### src/rtl/pfb_pkg.sv
package pfb_pkg;

    typedef enum logic [2:0] {
        OP_STANDBY  = 3'd0,
        OP_OUT_DIS  = 3'd1,
        OP_READ     = 3'd2,
        OP_WRITE    = 3'd3,
        OP_CONFLICT = 3'd4
    } bus_op_e;

endpackage

### src/rtl/pfb_op_decode.sv
module pfb_op_decode
    import pfb_pkg::*;
(
    input  logic    ce_n,
    input  logic    oe_n,
    input  logic    we_n,
    output bus_op_e op
);

    always_comb begin
        if (ce_n) begin
            op = OP_STANDBY;
        end else begin
            unique case ({oe_n, we_n})
                2'b01:   op = OP_READ;
                2'b10:   op = OP_WRITE;
                2'b11:   op = OP_OUT_DIS;
                default: op = OP_CONFLICT;
            endcase
        end
    end

endmodule

### src/rtl/pfb_pin_sampler.sv
module pfb_pin_sampler #(
    parameter int DATA_W = 16,
    parameter int ADDR_W = 17
) (
    input  logic              clk,
    input  logic              reset_n,
    input  logic              ce_n,
    input  logic              oe_n,
    input  logic              we_n,
    input  logic              wide_mode,
    input  logic [ADDR_W-1:0] addr,
    input  logic [DATA_W-1:0] dq_i,
    output logic              cur_ce_n,
    output logic              cur_oe_n,
    output logic              cur_we_n,
    output logic              cur_wide,
    output logic [ADDR_W-1:0] cur_addr,
    output logic              cur_lsb,
    output logic              prv_ce_n,
    output logic              prv_oe_n,
    output logic              prv_we_n,
    output logic [DATA_W-1:0] prv_dq
);

    typedef struct packed {
        logic              ce_n;
        logic              oe_n;
        logic              we_n;
        logic              wide;
        logic [ADDR_W-1:0] addr;
        logic [DATA_W-1:0] dq;
    } cur_t;

    typedef struct packed {
        logic              ce_n;
        logic              oe_n;
        logic              we_n;
        logic [DATA_W-1:0] dq;
    } prv_t;

    typedef struct packed {
        cur_t cur;
        prv_t prv;
    } smp_t;

    localparam cur_t CUR_IDLE = '{ce_n: 1'b1, oe_n: 1'b1, we_n: 1'b1,
                                  wide: 1'b1, addr: '0, dq: '0};
    localparam prv_t PRV_IDLE = '{ce_n: 1'b1, oe_n: 1'b1, we_n: 1'b1, dq: '0};

    smp_t smp_d, smp_q;

    always_comb begin
        smp_d          = smp_q;
        smp_d.cur.ce_n = ce_n;
        smp_d.cur.oe_n = oe_n;
        smp_d.cur.we_n = we_n;
        smp_d.cur.wide = wide_mode;
        smp_d.cur.addr = addr;
        smp_d.cur.dq   = dq_i;
        smp_d.prv.ce_n = smp_q.cur.ce_n;
        smp_d.prv.oe_n = smp_q.cur.oe_n;
        smp_d.prv.we_n = smp_q.cur.we_n;
        smp_d.prv.dq   = smp_q.cur.dq;
    end

    always_ff @(posedge clk or negedge reset_n) begin
        if (!reset_n) begin
            smp_q.cur <= CUR_IDLE;
            smp_q.prv <= PRV_IDLE;
        end else begin
            smp_q <= smp_d;
        end
    end

    assign cur_ce_n = smp_q.cur.ce_n;
    assign cur_oe_n = smp_q.cur.oe_n;
    assign cur_we_n = smp_q.cur.we_n;
    assign cur_wide = smp_q.cur.wide;
    assign cur_addr = smp_q.cur.addr;
    assign cur_lsb  = smp_q.cur.dq[DATA_W-1];
    assign prv_ce_n = smp_q.prv.ce_n;
    assign prv_oe_n = smp_q.prv.oe_n;
    assign prv_we_n = smp_q.prv.we_n;
    assign prv_dq   = smp_q.prv.dq;

endmodule

### src/rtl/pfb_write_latch.sv
module pfb_write_latch
    import pfb_pkg::*;
#(
    parameter int DATA_W = 16,
    parameter int ADDR_W = 17
) (
    input  logic              clk,
    input  logic              reset_n,
    input  bus_op_e           cur_op,
    input  bus_op_e           prv_op,
    input  logic [ADDR_W-1:0] cur_addr,
    input  logic              cur_lsb,
    input  logic              cur_wide,
    input  logic [DATA_W-1:0] prv_dq,
    output logic              cmd_valid,
    output logic [ADDR_W:0]   cmd_addr,
    output logic [DATA_W-1:0] cmd_data,
    output logic              cmd_byte
);

    localparam int HALF = DATA_W / 2;

    typedef struct packed {
        logic              vld;
        logic [ADDR_W:0]   addr;
        logic [DATA_W-1:0] data;
        logic              byte_md;
        logic [ADDR_W:0]   pend_addr;
        logic              pend_byte;
    } wl_t;

    wl_t wl_d, wl_q;
    logic win_open, win_close;

    always_comb begin
        win_open  = (cur_op == OP_WRITE) && (prv_op != OP_WRITE);
        win_close = (prv_op == OP_WRITE) && (cur_op != OP_WRITE);

        wl_d     = wl_q;
        wl_d.vld = 1'b0;

        if (win_open) begin
            wl_d.pend_addr = {cur_addr, (cur_wide ? 1'b0 : cur_lsb)};
            wl_d.pend_byte = !cur_wide;
        end

        if (win_close) begin
            wl_d.vld     = 1'b1;
            wl_d.addr    = wl_q.pend_addr;
            wl_d.byte_md = wl_q.pend_byte;
            if (wl_q.pend_byte) begin
                wl_d.data = {{HALF{1'b0}}, prv_dq[HALF-1:0]};
            end else begin
                wl_d.data = prv_dq;
            end
        end
    end

    always_ff @(posedge clk or negedge reset_n) begin
        if (!reset_n) begin
            wl_q <= '0;
        end else begin
            wl_q <= wl_d;
        end
    end

    assign cmd_valid = wl_q.vld;
    assign cmd_addr  = wl_q.addr;
    assign cmd_data  = wl_q.data;
    assign cmd_byte  = wl_q.byte_md;

endmodule

### src/rtl/pfb_read_path.sv
module pfb_read_path
    import pfb_pkg::*;
#(
    parameter int DATA_W      = 16,
    parameter int ARRAY_DEPTH = 64,
    localparam int IDX_W      = $clog2(ARRAY_DEPTH)
) (
    input  logic              clk,
    input  bus_op_e           cur_op,
    input  logic [IDX_W-1:0]  cur_idx,
    input  logic              cur_wide,
    input  logic              cur_lsb,
    input  logic              sm_read_sel,
    input  logic [DATA_W-1:0] sm_read_data,
    input  logic              prog_we,
    input  logic [IDX_W-1:0]  prog_addr,
    input  logic [DATA_W-1:0] prog_data,
    output logic [DATA_W-1:0] dq_o,
    output logic [DATA_W-1:0] dq_oe
);

    localparam int HALF = DATA_W / 2;

    logic [DATA_W-1:0] mem_q [ARRAY_DEPTH];
    logic [DATA_W-1:0] rd_word;
    logic [HALF-1:0]   rd_half;

    always_ff @(posedge clk) begin
        if (prog_we) begin
            mem_q[prog_addr] <= prog_data;
        end
    end

    always_comb begin
        rd_word = sm_read_sel ? sm_read_data : mem_q[cur_idx];
        rd_half = cur_lsb ? rd_word[DATA_W-1:HALF] : rd_word[HALF-1:0];

        dq_o  = '0;
        dq_oe = '0;
        if (cur_op == OP_READ) begin
            if (cur_wide) begin
                dq_o  = rd_word;
                dq_oe = '1;
            end else begin
                dq_o[HALF-1:0]  = rd_half;
                dq_oe[HALF-1:0] = '1;
            end
        end
    end

endmodule

### src/rtl/pfb_bus_front.sv
module pfb_bus_front
    import pfb_pkg::*;
#(
    parameter int DATA_W      = 16,
    parameter int ADDR_W      = 17,
    parameter int ARRAY_DEPTH = 64
) (
    input  logic                           clk,
    input  logic                           reset_n,
    input  logic                           ce_n,
    input  logic                           oe_n,
    input  logic                           we_n,
    input  logic                           wide_mode,
    input  logic [ADDR_W-1:0]              addr,
    input  logic [DATA_W-1:0]              dq_i,
    output logic [DATA_W-1:0]              dq_o,
    output logic [DATA_W-1:0]              dq_oe,
    input  logic                           sm_read_sel,
    input  logic [DATA_W-1:0]              sm_read_data,
    input  logic                           prog_we,
    input  logic [$clog2(ARRAY_DEPTH)-1:0] prog_addr,
    input  logic [DATA_W-1:0]              prog_data,
    output logic                           cmd_valid,
    output logic [ADDR_W:0]                cmd_addr,
    output logic [DATA_W-1:0]              cmd_data,
    output logic                           cmd_byte
);

    localparam int IDX_W  = $clog2(ARRAY_DEPTH);
    localparam int STAGES = 2;

    logic              cur_wide, cur_lsb;
    logic [ADDR_W-1:0] cur_addr;
    logic [DATA_W-1:0] prv_dq;
    logic [STAGES-1:0] st_ce_n, st_oe_n, st_we_n;
    bus_op_e           st_op [STAGES];

    pfb_pin_sampler #(
        .DATA_W (DATA_W),
        .ADDR_W (ADDR_W)
    ) u_sampler (
        .clk       (clk),
        .reset_n   (reset_n),
        .ce_n      (ce_n),
        .oe_n      (oe_n),
        .we_n      (we_n),
        .wide_mode (wide_mode),
        .addr      (addr),
        .dq_i      (dq_i),
        .cur_ce_n  (st_ce_n[0]),
        .cur_oe_n  (st_oe_n[0]),
        .cur_we_n  (st_we_n[0]),
        .cur_wide  (cur_wide),
        .cur_addr  (cur_addr),
        .cur_lsb   (cur_lsb),
        .prv_ce_n  (st_ce_n[1]),
        .prv_oe_n  (st_oe_n[1]),
        .prv_we_n  (st_we_n[1]),
        .prv_dq    (prv_dq)
    );

    for (genvar g = 0; g < STAGES; g++) begin : g_decode
        pfb_op_decode u_dec (
            .ce_n (st_ce_n[g]),
            .oe_n (st_oe_n[g]),
            .we_n (st_we_n[g]),
            .op   (st_op[g])
        );
    end

    pfb_write_latch #(
        .DATA_W (DATA_W),
        .ADDR_W (ADDR_W)
    ) u_wlatch (
        .clk       (clk),
        .reset_n   (reset_n),
        .cur_op    (st_op[0]),
        .prv_op    (st_op[1]),
        .cur_addr  (cur_addr),
        .cur_lsb   (cur_lsb),
        .cur_wide  (cur_wide),
        .prv_dq    (prv_dq),
        .cmd_valid (cmd_valid),
        .cmd_addr  (cmd_addr),
        .cmd_data  (cmd_data),
        .cmd_byte  (cmd_byte)
    );

    pfb_read_path #(
        .DATA_W      (DATA_W),
        .ARRAY_DEPTH (ARRAY_DEPTH)
    ) u_rpath (
        .clk          (clk),
        .cur_op       (st_op[0]),
        .cur_idx      (cur_addr[IDX_W-1:0]),
        .cur_wide     (cur_wide),
        .cur_lsb      (cur_lsb),
        .sm_read_sel  (sm_read_sel),
        .sm_read_data (sm_read_data),
        .prog_we      (prog_we),
        .prog_addr    (prog_addr),
        .prog_data    (prog_data),
        .dq_o         (dq_o),
        .dq_oe        (dq_oe)
    );

endmodule

### config.mk
export PLATFORM = sky130hd
export DESIGN_NAME = pfb_bus_front
export DESIGN_NICKNAME = d
export VERILOG_FILES = /design/src/rtl/pfb_pkg.sv /design/src/rtl/pfb_op_decode.sv /design/src/rtl/pfb_pin_sampler.sv /design/src/rtl/pfb_write_latch.sv /design/src/rtl/pfb_read_path.sv /design/src/rtl/pfb_bus_front.sv
export SDC_FILE = /design/constraint.sdc
export NUM_CORES = 1
export LEC_CHECK = 0
export BUFFER_PORTS_ARGS = -buffer_cell sky130_fd_sc_hd__buf_4
export CORE_UTILIZATION = 45
export CTS_CLUSTER_SIZE = 10
export DETAILED_ROUTE_END_ITERATION = 10
export MAX_ROUTING_LAYER = met4
export PLACE_DENSITY = 0.61
export REMOVE_ABC_BUFFERS = 1
export SLEW_MARGIN = 20
export SYNTH_ARGS = -nofsm -noshare
export SYNTH_HDL_FRONTEND = slang
export SYNTH_SLANG_ARGS = --single-unit
### constraint.sdc
create_clock -name clk -period 2.9 [get_ports clk]
set_clock_uncertainty 0.15 [all_clocks]
set_input_delay 0.145 -clock clk [delete_from_list [all_inputs] [get_ports clk]]
set_output_delay 0.145 -clock clk [all_outputs]
set_load 0.02 [all_outputs]
# == Word-level counts from Yosys, hierarchy flattened ==
# Memory sizes are Yosys's and may differ from the RTL's.
# Index checks and enable logic that the tools add are counted.
# W data, S select, Z words.
# word_totals
ff_bits,111
inputBits,79
n_memories,1
ramBits,1024
# memory_table
memory,words,word_bits,rd,rd_ports_with_merged_regs,write_ports,line_no,text
u_rpath.mem_q,64,16,1,0,1,pfb_read_path.sv:24,logic [DATA_W-1:0] mem_q [ARRAY_DEPTH];
# op_classes
reduce_logical,3
muxes,16
eq_ne,11
# ops
cell,count
$mux W16,4
$mux W36,1
$mux W8,4
$pmux W3 S3,2
$eq A3 B2 Y1 const B,3
$eq A2 B2 Y1 const B,4
$mux W3,2
$ne A3 B2 Y1 const B,2
$eq A2 B1 Y1 const B,2
$mux W1,3
$logic_and A1 B1 Y1,2
$logic_not A1 Y1,1

# == Depth between registers and ports, before layout ==
# depth
word_depth,6
mapped_depth,11
depth_no_buf,9

# == Cells and area by module ==
# A second synthesis with hierarchy kept.
# hier_totals
cells_unflattened,2204
hier_area_um2,44209.9
# by_module_without_submodules
mod,area_each_um2,cells_each,seq_area_each_um2,instances
pfb_read_path,40176.0,1974,30749.5,1
pfb_write_latch,2546.2,162,1376.3,1
pfb_pin_sampler,1410.1,56,1410.1,1
pfb_op_decode,38.8,6,0.0,2

# == Worst setup path after synthesis ==
# OpenSTA, ideal clock, no wires.
# synth_timing
kind,reg2out
from,"reg u_sampler.smp_q, in the netlist u_sampler.cur_we_n"
to,out dq_o[4]
t_required_ns,2.605
path_slack_ns,-0.003
arrival_time_ns,2.608
n_path_buf,0
stages_incl_launch_ff,10
path_cell_list,dfstp_2 -> inv_1 -> ha_1 -> or3b_2 -> or3_1 -> clkinv_1 -> nand2_1 -> a31oi_1 -> a31oi_1 -> a31oi_1
# synth_via
elab_chain_cells,5
word_cells_on_any_way,7
classes_between,eq/ne (4); mux (3)
# synth_rtl
item,line_no,text
start: declaration,pfb_pin_sampler.sv:50,"smp_t smp_d, smp_q;"
start signal: assignment,pfb_pin_sampler.sv:71,smp_q <= smp_d;
$eq A2 B2 Y1 / $eq A2 B1 Y1 (equally long branches),pfb_op_decode.sv:14,"unique case ({oe_n, we_n})"
$pmux W3 S3 (*),pfb_op_decode.sv:14,
$mux W3 (*),pfb_op_decode.sv:11,if (ce_n) begin
$eq A3 B2 Y1 (*),pfb_read_path.sv:40,if (cur_op == OP_READ) begin
$mux W16 (*),pfb_read_path.sv:40,
end: declaration,pfb_bus_front.sv:16,"output logic [DATA_W-1:0] dq_o,"
# Mark *: on every way between the ends. The rest lies on a longest branch, timed or not.

# == Final worst setup path ==
# layout_timing
from,"reg u_sampler.smp_q, in the netlist u_sampler.cur_addr[0]"
to,out dq_o[6]
# layout_via
elab_chain_cells,5
# layout_rtl
item,line_no,text
$mem_v2 Z64 W16 (*),-,
$mux W16 (*),pfb_read_path.sv:35,rd_word = sm_read_sel ? sm_read_data : mem_q[cur_idx];
$mux W8,pfb_read_path.sv:36,rd_half = cur_lsb ? rd_word[DATA_W-1:HALF] : rd_word[HALF-1:0];
$mux W8 (*),pfb_read_path.sv:41,if (cur_wide) begin
$mux W16 (*),pfb_read_path.sv:40,
# Marked as above.

==> metrics.cfg <==
[power]
p_sw_frac=0.222
power_switching_mw=8.11
power_density_nw_per_um2=663
comb_power_share=0.088
power_frac_seq=0.505
ir_drop_uv=573
power_mw=36.5
cellLeakagePower_nw=19.1
p_int_mw=28.4
clockPowerShare=0.407

[place]
gp_congestion=0.972
portBuffers=146
place_area_sq_um=48400
dp_hpwl_um=74100
dp_cells=3819

[setup_path]
required_ns=2.61
path_max_fanout=6
crit_path_end_kind=output pin
crit_type=register to output pin
cp.arrival_ns=3.49
cpPeakStageDelay_ns=0.51
r2r_setup_slack_ns=0.35
crit_chain=buf_12 > buf_12 > buf_6 > mux4_2 > a22oi_2 > a21oi_2 > a2111o_1 > o31ai_2 > buf_4 > a21oi_2 > buf_6
critPathSlowestCell=dfrtp_4
worstSetupStartpointType=register

[sta]
tns_ns=-18.11
setup_viol=32
rsz0062_at_grt=yes
hold_violations=0
slew_headroom=0.398
hold_ws_ns=0.0620
slew_viol_final=0
layout_setup_ws_ns=-0.881
fin_crit_ns=3.78
max_freq_mhz=264
finalCritPeriodShare=1.30
worst_pin_slew_ns=0.903

[final_layout]
final_cells=4159
drive_above_1_share=0.379
nNetsFinal=2923
syn_to_final_growth_pct=25.5
filler_cell_count=7209
design_area_sq_um=55100

[clock_network]
clock_latency_ns=0.72
clock-sinks=1135
clkTransAtPathRegs_ns=0.06
h-tree-depth=4
clock_path_buffers=3
cts_made_buffers=135
clk_root_buffer_cell=clkbuf_16
cts_tree=yes

[floorplan]
ios=147
row_count=114
die_area_sq_um=98800
dieWidth_um=314
die_h_um=314
initial_utilization=0.454
coreArea_sq_um=96700

[run_status]
status=complete, but fails checks
violations=negative setup slack

[global_route]
antenna_found_initial=1
grt_max_degree=65
grt_first_pass_wirelength_um=174000
grt-ovfl-total=0
grt_pass1_vias=24584
grt.total_usage=0.255

[route]
viasPerCell=5.94
drt-total-wl_um=121000
via_count=24697
drc_errors=0
wire_per_inst_um=29.0
drt_iter0_drc=2898
drt-pass1-iter-count=5
ant_nets=0

[yosys]
yosysTopAreaCellShare=0.700
yosysMostFrequentCell=edfxtp_1
synth_area_sq_um=43900
synth_edf_count=1024
async_flop_share=0.0978
synth_area_leader_cell=edfxtp_1
ys.warnings.count=0
synthTopCellsByCount=1024 x edfxtp_1, 208 x mux4_2, 143 x nand2_1, 104 x dfrtp_1, 100 x mux2i_1
syn_avg_cell_area_sq_um=19.7
synth-seq-area-share=0.764
synth_area_leaders=edfxtp_1 70%, mux4_2 11%, dfrtp_1 5.9%
synth_cells=2234
synth_top_flop_cell=edfxtp_1
netlist-cell-type-count=60
ys_ff_latch=1135

[run]
maxCapViolations=0

[worst_hold_path]
min_path_type=input port to register

==> registers in the layout, summed over array words and instances (netlist names), 15 cells and up <==
| register | count |
|---|---|
| u_rpath.mem_q | 1024 |
| u_wlatch.wl_q | 19 |
| u_sampler.smp_d | 15 |
| u_wlatch.cmd_addr | 18 |
| u_sampler.cur_addr | 17 |
| u_sampler.prv_dq | 16 |
| u_wlatch.cmd_data | 16 |
==> power groups by stage <==
stage	Sequential [mW]	Clock [mW]	Combinational (mW)
3_3_place_gp	18.7	0	2.71
2_1_floorplan	19.1	0	1.14
5_1_grt	18.5	15.8	3.40
4_1_cts	18.4	15.1	3.14
3_5_place_dp	18.8	0	2.76
6_report	18.4	14.9	3.22
==> layout by cell type (no fill, tap or decap), types with 6 or more instances in the layout <==
cell,count
o22ai_2,9
buf_16,9
clkbuf_16,143
nor2_1,86
mux2_2,24
nand2b_1,12
o31ai_2,6
nand4_1,8
clkbuf_1,20
buf_12,43
dfstp_2,7
nand2_1,141
edfxtp_1,1024
o22ai_1,6
clkinv_1,7
o211ai_1,8
mux2i_2,6
dlygate4sd3_1,100
a21oi_1,21
a21oi_2,13
a22oi_1,47
a22oi_2,35
buf_4,434
nand3_1,34
a31oi_2,6
nand3_2,6
buf_8,6
mux4_2,208
nor2b_1,17
buf_6,39
dfrtp_1,99
nor3_1,6
mux2i_1,89
==> through the flow <==
stage	utilization	setup WS, ns
CTS	0.566	-0.852
finish	0.570	-0.881
detailed placement	0.500	-0.443
floorplan	-	-7.48
global placement	0.500	-0.417
global route	0.570	-0.962
==> cell families (layout without fill, tap and decap cells) <==
group / after synthesis / after routing / synth area share
DFF: 1135 / 1135 / 0.764
and+or+nand+nor: 373 / 373 / 0.0392
muxes: 332 / 332 / 0.136
AOI/OAI and AO/OA: 210 / 210 / 0.0334
buffers and inverters: 178 / 824 / 0.0261
adders and majority gates: 6 / 6 / 0.00171
other: 0 / 3 / 0
==> worst max-delay path: cells and delay by family, from the launching register on <==
| family | cells | cell delay (ns) |
|---|---|---|
| mux | 1 | 0.42 |
| compound gates | 5 | 1.09 |
| flops | 1 | 0.51 |
| buf+inv | 5 | 0.73 |
==> repair_timing <==
action / CTS / global route
setup buffers: 37 / 16
setup endpoints to repair: 32 / 32
hold buffers: 101 / 0
pin swaps: 40 / 38
gates resized for setup: 178 / 82
endpoints found under the hold margin: 1302 / 0
cloned: 11 / 1
==> final timing paths <==
check	start	cells after the start	to
max	u_sampler.cur_addr[0]$_DFF_PN0_	11	dq_o[6]
min	prog_addr[3]	3	u_rpath.mem_q[4][4]$_DFFE_PP_
max reg2reg	u_sampler.cur_we_n$_DFF_PN1_	10	u_wlatch.cmd_data[14]$_DFFE_PN0P_
min reg2reg	u_sampler.smp_d[10]$_DFF_PN0_	0	u_sampler.prv_dq[10]$_DFF_PN0_
max in group asynchronous	reset_n	4	u_sampler.cur_addr[3]$_DFF_PN0_
min in group asynchronous	reset_n	3	u_sampler.cur_ce_n$_DFF_PN1_
==> area by class of cell <==
cell class              instances  area [sq um]  area share
clock buffers                 163          3640      0.0661
diodes                          3          7.51    0.000136
multi-input cells             921         10100       0.184
inverters                      11          51.3    0.000931
clock inverters                16           144     0.00261
well taps                    1276          1600      0.0290
repair buffers                634          5990       0.109
flip-flops and latches       1135         33500       0.609
==> per-layer routing <==
metal  wire length (um)  GRT usage  vias up  part of all wire
li1                   -          -    10176                 -
met1              51400      0.368    12967              0.43
met2              54700      0.371     1368              0.45
met3              11700     0.0524      186             0.097
met4               2660     0.0663        0             0.022
met5                  0          -        -                 0
(Power assumes the default switching activity.)
